$ cat config.mk
export PLATFORM = sky130hd
export DESIGN_NAME = dacc_cmp
export DESIGN_NICKNAME = d
export VERILOG_FILES = /design/src/rtl/dacc_pkg.sv /design/src/rtl/dacc_cmp.sv
export SDC_FILE = /design/constraint.sdc
export NUM_CORES = 1
export LEC_CHECK = 0
export BUFFER_PORTS_ARGS = -buffer_cell sky130_fd_sc_hd__buf_2
export CELL_PAD_IN_SITES_DETAIL_PLACEMENT = 1
export CELL_PAD_IN_SITES_GLOBAL_PLACEMENT = 1
export CORE_UTILIZATION = 14
export DETAILED_ROUTE_END_ITERATION = 12
export PLACE_DENSITY_LB_ADDON = 0.15
export SLEW_MARGIN = 25
export SYNTH_ARGS = -nofsm -noshare
export SYNTH_HDL_FRONTEND = slang
export SYNTH_SLANG_ARGS = --single-unit
$ cat constraint.sdc
create_clock -name vclk -period 2.9
set_input_delay 0.58 -clock vclk [all_inputs]
set_output_delay 0.58 -clock vclk [all_outputs]
set_load 0.05 [all_outputs]
$ cat src/rtl/dacc_pkg.sv
package dacc_pkg;

    // register select codes on the write port
    typedef enum logic [2:0] {
        SEL_CTRL  = 3'd0,
        SEL_PID   = 3'd1,
        SEL_BASE0 = 3'd2,
        SEL_BASE1 = 3'd3,
        SEL_DSTAT = 3'd4
    } wsel_e;

    // per-comparator direction field
    typedef enum logic [1:0] {
        DIR_OFF   = 2'd0,
        DIR_STORE = 2'd1,
        DIR_BOTH  = 2'd2,
        DIR_LOAD  = 2'd3
    } dir_e;

    typedef struct packed {
        logic       align_en;
        logic       mask_mode;
        logic [1:0] dir1;
        logic [1:0] dir0;
    } ctrl_t;

    localparam int CTL_DIR0_LSB  = 0;
    localparam int CTL_DIR1_LSB  = 2;
    localparam int CTL_MASK_BIT  = 8;
    localparam int CTL_ALIGN_BIT = 9;

    localparam int       MOE_LSB  = 2;
    localparam int       MOE_W    = 3;
    localparam logic [2:0] MOE_DBRK = 3'b010;

    localparam logic [7:0] FAULT_ALIGN_CODE = 8'h01;

    function automatic logic dir_allows(logic [1:0] dir, logic is_store);
        case (dir_e'(dir))
            DIR_STORE: return is_store;
            DIR_LOAD:  return !is_store;
            DIR_BOTH:  return 1'b1;
            default:   return 1'b0;
        endcase
    endfunction

endpackage

$ cat src/rtl/dacc_cmp.sv
module dacc_cmp
    import dacc_pkg::*;
#(
    parameter int ADDR_W = 32
) (
    input  logic [ADDR_W-1:0] addr,
    input  logic [ADDR_W-1:0] base,
    input  logic [ADDR_W-1:0] care,
    input  logic [1:0]        dir,
    input  logic              is_store,
    output logic              match
);
    logic [ADDR_W-1:0] diff;

    always_comb begin
        diff  = (addr ^ base) & care;
        match = dir_allows(dir, is_store) && (diff == '0);
    end
endmodule

After elaboration in Yosys (flattened, before gate mapping)

Cells that the tools add are included.

Shifts and indexed selects: 0
Add/sub/neg operators: 0
Magnitude comparators: 0
Bitwise gates (word level): 2
$mul: 0
Muxes and demuxes: 1
Div/mod/pow operators: 0
Reduce and logical (&&, ||, !) cells: 3
Eq/ne operators: 3

Operators with widths:

| cell               | count |
|---|---|
| $and 32x32->32     | 1 |
| $logic_not 32->1   | 1 |
| $xor 32x32->32     | 1 |
| $eq 2x2->1 const B | 2 |
| $pmux 1 s3         | 1 |
| $eq 2x1->1 const B | 1 |
| $logic_and 1x1->1  | 1 |
| $logic_not 1->1    | 1 |

Word-level logic and storage cells: 9
Memories: 0
Latch bits: 0
Flip-flop bits (word level): 0
Output and inout port bits: 1
Bits in read-only memories: 0
Memory bits (writable): 0

Longest topological paths before layout

Depth after elaboration: 4
Mapped depth: 5
Gate-level depth less buffers: 5

Worst setup path before layout

No wires, ideal clock.

Kind: input-to-output
Start point: input base[27]
End point: output match
Path buffers: 0
Setup slack: 0.099 ns
Required time: 2.320 ns
Arrival time: 2.221 ns
Stages on the path: 5
Path through: xor2_1 a22o_1 a221oi_2 nand4_1 nor4_2

Longest elaborated chain between the ends: 4

Ends and longest elaborated chain:

| item              | line           | RTL |
|---|---|---|
| from (decl)       | dacc_cmp.sv:7  | `input logic [ADDR_W-1:0] base,` |
| $xor 32x32->32    | dacc_cmp.sv:16 | `diff = (addr ^ base) & care;` |
| $and 32x32->32    | dacc_cmp.sv:16 |  |
| $logic_not 32->1  | dacc_cmp.sv:17 | `match = dir_allows(dir, is_store) && (diff == '0);` |
| $logic_and 1x1->1 | dacc_cmp.sv:17 |  |
| to (decl)         | dacc_cmp.sv:11 | `output logic match` |

Every way passes these cells.

Worst setup path in the final report

Ends and elaborated chain as after synthesis.

==> flow_summary.json <==
{
  "grt_max_degree": 2,
  "gp_congestion": 0.627,
  "setup_tns_ns": 0,
  "final_max_slew_viol_count": 0,
  "maxCapViolations": 0,
  "hold_violations": 0,
  "worstHoldPathType": "in2out",
  "via_per_inst": 4.02,
  "final.period_utilization_pct": 88.0,
  "cp-end-kind": "output pin",
  "synth_nets": 154,
  "drc": 0,
  "worstSetupPathType": "in2out",
  "min_period_ns": 2.55,
  "routedWlPerCell_microns": 9.88,
  "startpoint": "base[27]",
  "antenna_found_initial": 0,
  "drive_above_1_share_pct": 65.8,
  "antenna_cells": 0,
  "power.total_mw": 0.130,
  "postSynthAreaPerCell_sq_um": 8.35,
  "io-pin-count": 100,
  "start_kind": "input port",
  "ctsResizeCount": 0,
  "vdd_drop_max_mv": 0.0346,
  "whs_ns": 1.62,
  "multi_input_area_sq_um": 459,
  "cts_setup_buffers": 0,
  "dp_hpwl_microns": 1960,
  "cp.required_ns": 2.32,
  "fin_nets": 256,
  "vias": 799,
  "drt-total-wl_microns": 1970,
  "cellLeakagePower_nw": 0.584,
  "fmax_mhz": 392,
  "power.density_nw_per_um2": 128,
  "seq_cell_count": 0,
  "relSlewSlack_pct": 80.5,
  "crit_fanout": 1,
  "ys_warn_count": 0,
  "fillerInstances": 420,
  "final-setup-viol-count": 0,
  "row_count": 20,
  "grt_pass1_vias": 829,
  "place_area_sq_um": 1010,
  "min_from": "care[4]",
  "status": "finished, final reports clean",
  "rsz0062_at_grt": "no",
  "crit_arrival_ns": 1.97,
  "fp.coreArea_sq_um": 3080,
  "seqCellArea_sq_um": 0,
  "syn2layout_area_growth_pct": 121,
  "synth_top_area_share_pct": 62.9,
  "final_area_sq_um": 1010,
  "io_buffer_count": 100,
  "die_w_microns": 59.3,
  "ys_top_cells_by_area": "xor2_1, a22oi_1, a22o_1",
  "grt_overflow_total": 0,
  "ys_types": 11,
  "synth_top_cell_by_area": "xor2_1",
  "synth_area_sq_um": 459,
  "grt.total_usage_pct": 10.0,
  "die_h_microns": 59.3,
  "dr.pass1.iters": 4,
  "ant_nets": 0,
  "synthCells": 55,
  "grt_pass1_wl_microns": 2820,
  "worst_slew_pin_slew_ns": 0.293,
  "clkbuf_count": 0,
  "cts_hold_buf": 0,
  "start_util_pct": 14.9,
  "dieArea_sq_um": 3510,
  "ys_seq_area_share_pct": 0,
  "first_iter_violations": 10
}
synth_stat cells (all sizes together):
master	number
nand2	1
a22o	2
xor2	33
a22oi	10
a21oi	1
nand4	2
nor4	1
nand3	2
a222oi	1
a221oi	2
metrics by stage:
stage               setup WS, ns  instances  utilization, %
finish                     0.348        199            33.0
global route               0.237        199            33.0
CTS                        0.309        199            33.0
detailed placement         0.310        199            33.0
global placement           0.373        199            33.0
floorplan                 0.0988         55               -
layout by cell type (no fill, tap or decap):
cell	instances
buf_2	100
xor2_1	33
a22oi_1	10
a22o_1	2
nand4_1	2
nand3_1	2
a221oi_2	1
a222oi_1	1
a221oi_1	1
nand2_1	1
a21oi_1	1
nor4_2	1
critical path, stage by stage:
cell      delay (ns)
buf_2           0.10
xor2_1          0.15
a22o_1          0.24
a221oi_2        0.17
nand4_1         0.15
nor4_2          0.28
buf_2           0.30
final timing paths:
| path | endpoint | slack (ns) | cells after the start |
|---|---|---|---|
| setup / recovery | match | 0.35 | 7 |
| hold / removal | match | 1.62 | 5 |
per-layer routing:
metal	vias up	global-route usage, %	part of all wire, %
li1	408	-	-
met2	59	23.8	56
met3	0	1.53	13
met1	332	8.65	31
met5	-	0	0
met4	0	0	0
power breakdown:
group / total, mW / switching [mW] / internal, mW
clock: 0 / 0 / 0
sequential: 0 / 0 / 0
combinational: 0.130 / 0.0496 / 0.0804
total: 0.130 / 0.0496 / 0.0804
cells by family after synthesis:
logic type	count (synthesis)	synth area share (%)
xor+xnor	33	62.9
simple gates	6	8.45
compound gates	16	28.6
cell type report:
type | instances | area share, %
multi-input combinational | 55 | 45.3
timing repair buffer | 100 | 49.3
tap | 44 | 5.43
No activity file was read; power rests on OpenSTA's default activity.
